## config.mk

```make
export PLATFORM = sky130hd
export DESIGN_NAME = mpx_burst_master
export DESIGN_NICKNAME = d
export VERILOG_FILES = /design/src/rtl/mpx_pkg.sv /design/src/rtl/mpx_seq.sv /design/src/rtl/mpx_addr_enc.sv /design/src/rtl/mpx_rd_capture.sv /design/src/rtl/mpx_burst_master.sv
export SDC_FILE = /design/constraint.sdc
export NUM_CORES = 1
export LEC_CHECK = 0
export CAP_MARGIN = 20
export CORE_AREA = 2 2 101 103
export CTS_CLUSTER_SIZE = 8
export DETAILED_ROUTE_END_ITERATION = 6
export DIE_AREA = 0 0 103 105
export MAX_ROUTING_LAYER = met4
export PLACE_DENSITY = 0.84
export RECOVER_POWER = 100
export SKIP_LAST_GASP = 1
export SYNTH_ARGS = -nofsm -noshare
export SYNTH_HDL_FRONTEND = slang
export SYNTH_HIERARCHICAL = 1
export SYNTH_SLANG_ARGS = --single-unit
```

## constraint.sdc

```tcl
create_clock -name clk -period 2.05 [get_ports clk]
set_input_delay 0.41 -clock clk [delete_from_list [all_inputs] [get_ports clk]]
set_output_delay 0.41 -clock clk [all_outputs]
set_load 0.02 [all_outputs]
```

## src/rtl/mpx_pkg.sv

```systemverilog
package mpx_pkg;
  localparam int AD_W   = 32;
  localparam int ADDR_W = 26;
  localparam int SIZE_W = 3;
  localparam int BEAT_W = 3;
  localparam int NB_W   = BEAT_W + 1;
  localparam int PAD_W  = AD_W - SIZE_W - ADDR_W;

  typedef enum logic [2:0] {
    ST_IDLE, ST_ADDR, ST_LWAIT, ST_DATA, ST_GAP
  } mpx_state_e;

  // number of data beats for an access-size code
  function automatic logic [NB_W-1:0] beats_for(input logic [SIZE_W-1:0] sz);
    logic [NB_W-1:0] n;
    if (sz[SIZE_W-1])      n = NB_W'(8);
    else if (sz == 3'b011) n = NB_W'(2);
    else                   n = NB_W'(1);
    return n;
  endfunction

  // address-information word placed on the bus in the first cycle
  function automatic logic [AD_W-1:0] addr_word(input logic [SIZE_W-1:0] sz,
                                                input logic [ADDR_W-1:0] a);
    return {sz, {PAD_W{1'b0}}, a};
  endfunction
endpackage

```

## src/rtl/mpx_seq.sv

```systemverilog
module mpx_seq
  import mpx_pkg::*;
(
  input  logic              clk,
  input  logic              rst_n,
  input  logic              req_valid,
  input  logic [SIZE_W-1:0] req_size,
  input  logic              req_write,
  input  logic              cfg_lead_wait,
  input  logic              bus_rdy,
  output mpx_state_e        state,
  output logic [BEAT_W-1:0] beat_cnt,
  output logic              take_beat,
  output logic              last_beat,
  output logic              accept,
  output logic              write_q,
  output logic              done_o
);
  logic [NB_W-1:0] nbeats_q;
  logic            lead_q;

  assign accept    = req_valid && (state == ST_IDLE);
  assign take_beat = (state == ST_DATA) && bus_rdy;
  assign last_beat = ({1'b0, beat_cnt} == (nbeats_q - NB_W'(1)));

  always_ff @(posedge clk or negedge rst_n) begin
    if (!rst_n) begin
      state    <= ST_IDLE;
      beat_cnt <= '0;
      nbeats_q <= NB_W'(1);
      lead_q   <= 1'b0;
      write_q  <= 1'b0;
      done_o   <= 1'b0;
    end else begin
      done_o <= take_beat && last_beat;
      unique case (state)
        ST_IDLE: if (accept) begin
          state    <= ST_ADDR;
          beat_cnt <= '0;
          nbeats_q <= beats_for(req_size);
          lead_q   <= cfg_lead_wait;
          write_q  <= req_write;
        end
        ST_ADDR:  state <= lead_q ? ST_LWAIT : ST_DATA;
        ST_LWAIT: state <= ST_DATA;
        ST_DATA: if (bus_rdy) begin
          if (last_beat) state <= ST_GAP;
          else           beat_cnt <= beat_cnt + BEAT_W'(1);
        end
        ST_GAP:   state <= ST_IDLE;
        default:  state <= ST_IDLE;
      endcase
    end
  end


  beat_in_range_chk: assert property (@(posedge clk) disable iff (!rst_n)
    take_beat |-> ({1'b0, beat_cnt} < nbeats_q));

  lead_wait_len_chk: assert property (@(posedge clk) disable iff (!rst_n)
    (state == ST_LWAIT) |=> (state == ST_DATA));

  no_lead_direct_chk: assert property (@(posedge clk) disable iff (!rst_n)
    (state == ST_ADDR && !lead_q) |=> (state == ST_DATA));

  done_after_last_chk: assert property (@(posedge clk) disable iff (!rst_n)
    done_o |-> $past(take_beat));
endmodule

```

## src/rtl/mpx_addr_enc.sv

```systemverilog
module mpx_addr_enc
  import mpx_pkg::*;
(
  input  logic              clk,
  input  logic              rst_n,
  input  logic              load,
  input  logic [SIZE_W-1:0] size,
  input  logic [ADDR_W-1:0] addr,
  output logic [AD_W-1:0]   word_q
);
  always_ff @(posedge clk or negedge rst_n) begin
    if (!rst_n)    word_q <= '0;
    else if (load) word_q <= addr_word(size, addr);
  end


  pad_zero_chk: assert property (@(posedge clk) disable iff (!rst_n)
    $past(load) |-> (word_q[AD_W-SIZE_W-1:ADDR_W] == '0));
endmodule

```

## src/rtl/mpx_rd_capture.sv

```systemverilog
module mpx_rd_capture
  import mpx_pkg::*;
(
  input  logic              clk,
  input  logic              rst_n,
  input  logic              take,
  input  logic [AD_W-1:0]   bus_in,
  input  logic [BEAT_W-1:0] beat,
  output logic              valid_q,
  output logic [AD_W-1:0]   data_q,
  output logic [BEAT_W-1:0] beat_q
);
  always_ff @(posedge clk or negedge rst_n) begin
    if (!rst_n) begin
      valid_q <= 1'b0;
      data_q  <= '0;
      beat_q  <= '0;
    end else begin
      valid_q <= take;
      if (take) begin
        data_q <= bus_in;
        beat_q <= beat;
      end
    end
  end


  valid_from_take_chk: assert property (@(posedge clk) disable iff (!rst_n)
    valid_q |-> $past(take));

  beat_order_chk: assert property (@(posedge clk) disable iff (!rst_n)
    (valid_q && $past(valid_q) && beat_q != '0) |-> (beat_q == $past(beat_q) + BEAT_W'(1)));
endmodule

```

## src/rtl/mpx_burst_master.sv

```systemverilog
module mpx_burst_master
  import mpx_pkg::*;
(
  input  logic              clk,
  input  logic              rst_n,
  input  logic              cfg_lead_wait,
  input  logic              req_valid,
  output logic              req_ready,
  input  logic [ADDR_W-1:0] req_addr,
  input  logic [SIZE_W-1:0] req_size,
  input  logic              req_write,
  input  logic [AD_W-1:0]   req_wdata,
  output logic [BEAT_W-1:0] wr_beat,
  output logic              rd_valid,
  output logic [AD_W-1:0]   rd_data,
  output logic [BEAT_W-1:0] rd_beat,
  output logic              done,
  output logic [AD_W-1:0]   bus_ad_out,
  output logic              bus_ad_oe,
  input  logic [AD_W-1:0]   bus_ad_in,
  output logic              bus_frame,
  output logic              bus_cs,
  output logic              bus_start,
  output logic              bus_rnw,
  input  logic              bus_rdy
);
  mpx_state_e        state;
  logic [BEAT_W-1:0] beat_cnt;
  logic              take_beat, last_beat, accept, write_q;
  logic [AD_W-1:0]   addr_word_q;
  logic              in_addr, in_data, rd_take;

  mpx_seq u_seq (
    .clk(clk), .rst_n(rst_n), .req_valid(req_valid), .req_size(req_size),
    .req_write(req_write), .cfg_lead_wait(cfg_lead_wait), .bus_rdy(bus_rdy),
    .state(state), .beat_cnt(beat_cnt), .take_beat(take_beat),
    .last_beat(last_beat), .accept(accept), .write_q(write_q), .done_o(done)
  );

  mpx_addr_enc u_enc (
    .clk(clk), .rst_n(rst_n), .load(accept), .size(req_size),
    .addr(req_addr), .word_q(addr_word_q)
  );

  assign rd_take = take_beat && !write_q;

  mpx_rd_capture u_cap (
    .clk(clk), .rst_n(rst_n), .take(rd_take), .bus_in(bus_ad_in),
    .beat(beat_cnt), .valid_q(rd_valid), .data_q(rd_data), .beat_q(rd_beat)
  );

  assign in_addr   = (state == ST_ADDR);
  assign in_data   = (state == ST_DATA);
  assign req_ready = (state == ST_IDLE);
  assign bus_frame = in_addr || in_data || (state == ST_LWAIT);
  assign bus_cs    = bus_frame;
  assign bus_start = in_addr;
  assign bus_rnw   = bus_frame ? !write_q : 1'b1;
  assign bus_ad_oe = in_addr || (in_data && write_q);
  assign wr_beat   = beat_cnt;
  assign bus_ad_out = in_addr ? addr_word_q :
                      (in_data && write_q) ? req_wdata : '0;


  start_single_chk: assert property (@(posedge clk) disable iff (!rst_n)
    bus_start |=> !bus_start);

  rnw_stable_chk: assert property (@(posedge clk) disable iff (!rst_n)
    (bus_frame && $past(bus_frame)) |-> $stable(bus_rnw));

  gap_after_frame_chk: assert property (@(posedge clk) disable iff (!rst_n)
    $fell(bus_frame) |-> !req_ready);

  done_frame_drop_chk: assert property (@(posedge clk) disable iff (!rst_n)
    done |-> !bus_frame);
endmodule

```

[Word-level counts from Yosys, hierarchy flattened]
Cells that the tools add are included.
W data, S select, Z words.
Storage, ports and cells
  input bits: 99
  word-level logic and storage cells: 49
  register bits: 78
  output and inout bits: 78
Cells by class
  equal/unequal tests: 9
  add/subtract/negate cells: 2
  reduce and logical (&&, ||, !) cells: 14
  mux-type cells: 14
Operators by type and width (number)
  $mux W32: 2
  $mux W3: 6
  $pmux W3 S4: 1
  $eq A3 B2 Y1 const B: 3
  $pmux W3 S2: 1
  $logic_and A1 B1 Y1: 5
  $eq A3 B4 Y1: 1
  $mux W4: 1
  $ne A2 B1 Y1 const B: 2
  $ne A2 B2 Y1 const B: 2
  $reduce_and A4 Y1: 1
  $sub A4 B1 Y4 const B: 1
  $add A3 B1 Y3 const B: 1
  $eq A3 B1 Y1 const B: 1
  $logic_not A3 Y1: 1
  $logic_or A1 B1 Y1: 3
  $reduce_and A3 Y1: 1
  $mux W1: 2
  $mux W2: 1
  $reduce_and A2 Y1: 1
  $reduce_bool A2 Y1: 1
  $logic_not A1 Y1: 1

[Longest topological paths before layout]
  word-level depth: 5
  gate-level depth with buffers: 6

[Modules after synthesis]
Netlist, hierarchy kept.
Modules (own cells, without submodules)
  mpx_rd_capture: area each 1478.9 µm², cells an instance 75, seq. area each 900.9 µm², times used 1
  mpx_addr_enc: area each 1143.6 µm², cells an instance 65, seq. area each 725.7 µm², times used 1
  mpx_burst_master: area each 872.1 µm², cells an instance 120, seq. area each 0.0 µm², times used 1
  mpx_seq: area each 581.8 µm², cells an instance 50, seq. area each 301.5 µm², times used 1

[Worst setup path before layout]
Ideal clock, no wire load.
  kind: reg2reg
  start point: reg u_seq.nbeats_q[0]
  end point: reg u_seq.state[1]
  setup time: 121 ps
  setup slack: 189 ps
  period minus slack after synthesis: 1861 ps
  stages on the path, launching flop included: 7
  arrival: 1740 ps
  cells stage by stage: dfstp_2 > inv_1 > ha_1 > or3_4 > a211oi_4 > a41oi_1 > nor2b_1
On the way
  longest elaborated chain between the ends: 4
RTL lines
  start: declaration: RTL line mpx_seq.sv:19  | logic [NB_W-1:0] nbeats_q;
  start signal: assignment: RTL line mpx_seq.sv:40  | nbeats_q <= beats_for(req_size);
  $sub A4 B1 Y4: RTL line mpx_seq.sv:24  | assign last_beat = ({1'b0, beat_cnt} == (nbeats_q - NB_W'(1)));
  $eq A3 B4 Y1: RTL line mpx_seq.sv:24
  named net last_beat: RTL line mpx_burst_master.sv:29  | logic take_beat, last_beat, accept, write_q;
  $ne A2 B1 Y1 (no source line)
  $reduce_and A3 Y1 (no source line)
  end signal: assignment: RTL line mpx_seq.sv:44  | ST_ADDR: state <= lead_q ? ST_LWAIT : ST_DATA;
  end: declaration: RTL line mpx_seq.sv:11  | output mpx_state_e state,
The timed path passes the listed nets, and every way through them passes these cells.
A chain may end at the register's enable or synchronous reset.

[Worst setup path after layout]
  start point: reg u_seq.state[1]
  end point: out bus_ad_out[21]
On the way
  longest elaborated chain between the ends: 4
RTL lines
  $eq A3 B2 Y1: RTL line mpx_burst_master.sv:53  | assign in_data = (state == ST_DATA);
  $logic_and A1 B1 Y1: RTL line mpx_burst_master.sv:62  | (in_data && write_q) ? req_wdata : '0;
  $mux W32: RTL line mpx_burst_master.sv:62
  $mux W32 (*): RTL line mpx_burst_master.sv:61  | assign bus_ad_out = in_addr ? addr_word_q :
  end: declaration: RTL line mpx_burst_master.sv:18  | output logic [AD_W-1:0] bus_ad_out,
Mark *: on every way between the ends. The rest lies on a longest branch, timed or not.

==> reports/metrics.yaml <==
status:
  status: "finished clean"
setup_path:
  crit_family: "buffers and inverters"
  cp_max_fo: 49
  cp-start-kind: "flip-flop"
  cp_slowest_cell: "dfrtp_2"
  crit_path_max_incr_delay_ns: 0.45
  critPathBufInv: 2
  end_kind: "primary output"
  cp.arrival_ns: 1.59
  path_class: "reg -> out"
  worstPathCellList: "buf_12 -> nand2b_1 -> a21oi_1 -> clkdlybuf4s15_2"
  cp.required_ns: 1.64
power:
  p_int_uw: 4880
  p_switching_uw: 3200
  p_seq_share_pct: 33.7
  power_frac_comb_pct: 53.3
  switching_share_pct: 39.6
  pwr-share-clk_pct: 13.0
  p_leak_uw: 0.00249
  ir_worst_vdd_uv: 965
  p_per_area_nw_per_um2: 1370
synth:
  synth-seq-cells: 77
  syn-cell-area_um2: 4080
  synthDistinctLibCells: 38
  synth_area_per_cell_um2: 13.1
  async_flop_share_pct: 100
  synth_ff_type: "dfrtp_1"
  synthCells: 310
  synth_edf_count: 0
  ys_seq_area_share_pct: 47.3
  synth_warnings: 6
hold_path:
  holdCritPathClass: "reg -> reg"
routing:
  wl_per_cell_um: 15.4
  drc_errors: 0
  wl_um: 9720
  dr.pass1.iters: 4
  drt-initial-drc-count: 115
  vias: 3007
  ant_nets: 0
  vias_per_cell: 4.78
floorplanning:
  die_w_um: 103
  std_cell_rows: 36
  die_h_um: 105
  die_area_um2: 10800
  coreArea_um2: 9640
  start_util_pct: 42.3
  pin_count: 177
sta:
  fmax_mhz: 500
  setup_viol: 0
  clock_skew_ns: 0.0104
  hold_ws_ns: 0.499
  slew_viol_final: 0
  slew_headroom_pct: 50.5
  fin_crit_ns: 2.00
  worst_pin_slew_ns: 0.743
  hold_viol: 0
  period_share_pct: 97.6
  rsz0062_at_grt: "yes"
cells_and_area:
  insertedDiodeCount: 0
  final_cell_mix: "clkdlybuf4s50_1, dfrtp_1, dlygate4sd3_1, nand2b_1, mux2_2"
  finalNetCount: 592
  syn2layout_area_growth_pct: 44.4
  final_util_pct: 61.0
  final_common_cell: "clkdlybuf4s50_1"
  layout-drive-gt1-share_pct: 27.8
  final_area_um2: 5880
global_route:
  grt_pass1_wl_um: 15500
  grt_usage_pct: 18.9
  gr-total-overflow: 0
  antenna_found_initial: 0
  grt_max_degree: 50
  grt_pass1_vias: 3196
clock_network:
  path_clk_slew_ns: 0.08
  htreeDepth: 3
  cts_made_buffers: 9
  cts_tree: "done"
  clock_path_buffers: 2
  root_buffer: "clkbuf_8"
  worstSkewPairLatency_ns: 0.35
  cts_sinks: 77
placement:
  port_buffers: 176
  gp_congestion: 0.825
  place_area_um2: 5980
  dp_hpwl_um: 7140
run:
  cap_violations: 0
==> metrics by stage <==
| stage | total power [uW] | instances | setup TNS [ns] | setup WS (ns) |
|---|---|---|---|---|
| final | 8090 | 629 | 0 | 0.0484 |
| after global routing | 8600 | 629 | -0.219 | -0.0567 |
| after CTS | 8680 | 627 | -0.0458 | -0.0458 |
| after detailed placement | 7700 | 609 | -2.39 | -0.123 |
| after global placement | 7580 | 609 | -1.94 | -0.0816 |
| after floorplan | 5820 | 312 | 0 | 0.189 |
==> worst register-to-register path, stage by stage, from the launching register on <==
cell and delay (ns):
dfstp_2 0.55, inv_1 0.05, ha_1 0.20, or3_4 0.38
a211oi_2 0.33, a41oi_1 0.21, nor2b_1 0.17
==> synthesized netlist by cell type (5+ instances only) <==
| cell | number | share of area, % |
|---|---|---|
| buf_6 | 8 | 2.2 |
| a21oi_2 | 22 | 4.7 |
| nand3_2 | 20 | 4.9 |
| nand3_1 | 14 | 1.7 |
| nand2_1 | 5 | 0.46 |
| buf_2 | 5 | 0.61 |
| a21oi_1 | 12 | 1.5 |
| dfrtp_1 | 76 | 47 |
| mux2_2 | 27 | 7.5 |
| nand2b_1 | 33 | 5.1 |
| buf_4 | 8 | 1.5 |
| mux2_4 | 40 | 15 |
==> cell families after synthesis <==
group                    count (synthesis)  share of synthesized area, %
AND/OR/NAND/NOR                         87                          14.6
flip-flops                              77                          47.3
AO/OA/AOI/OAI                           42                          7.95
adder cells (fa/ha/maj)                  2                         0.614
buffers and inverters                   30                          6.32
other                                    1                        0.0920
XOR/XNOR                                 2                         0.430
multiplexers                            69                          22.7
==> layer usage <==
layer	wire [um]	global-route usage [%]	vias to the layer above	part of all wire (%)
met2	4600	29.9	137	47
li1	-	-	1434	-
met5	0	-	-	0
met4	123	4.98	0	1.3
met1	4060	22.7	1425	42
met3	938	6.89	11	9.7
==> power by group through the flow <==
| stage | clock network (uW) | registers, uW | logic, uW |
|---|---|---|---|
| final | 1050 | 2720 | 4310 |
| after global routing | 1170 | 2840 | 4590 |
| after CTS | 1100 | 2770 | 4810 |
| after detailed placement | 0 | 2770 | 4930 |
| after global placement | 0 | 2770 | 4820 |
| after floorplan | 0 | 3160 | 2660 |
==> what timing repair did <==
item,in CTS,in global routing
resized for setup,50,48
hold buffers,1,0
setup endpoints to repair,38,38
buffers inserted,1,2
endpoints found under the hold margin,28,0
pin swaps,0,1
==> registers in the layout, indices dropped and copies added (netlist names) <==
name,cells
u_cap/data_q,32
u_seq/state,3
u_seq/beat_cnt,3
u_seq/lead_q,1
u_cap/valid_q,1
u_seq/write_q,1
u_seq/done_o,1
u_enc/word_q,29
u_cap/beat_q,3
u_seq/nbeats_q,3
==> final timing paths <==
kind	start	to	slack, ns	cells past startpoint
worst max register to register	u_seq/nbeats_q[0]	u_seq/state[1]	0.06	6
max in group asynchronous	rst_n	u_seq/done_o	0.28	3
worst max-delay path	u_seq/state[1]	bus_ad_out[21]	0.05	4
min in group asynchronous	rst_n	u_seq/nbeats_q[3]	0.66	2
worst min-delay path	u_enc/word_q[24]	u_enc/word_q[24]	0.50	1
worst min register to register	u_enc/word_q[24]	u_enc/word_q[24]	0.50	1
==> layout make-up <==
cell class	instances	area [um^2]
tap	133	166
timing repair buffer	194	1780
multi-input combinational	205	1810
fill	809	3750
clock buffer	9	124
sequential	77	1930
clock inverter	7	57.6
inverter	4	15.0
Power figures use the tool's default switching activity.
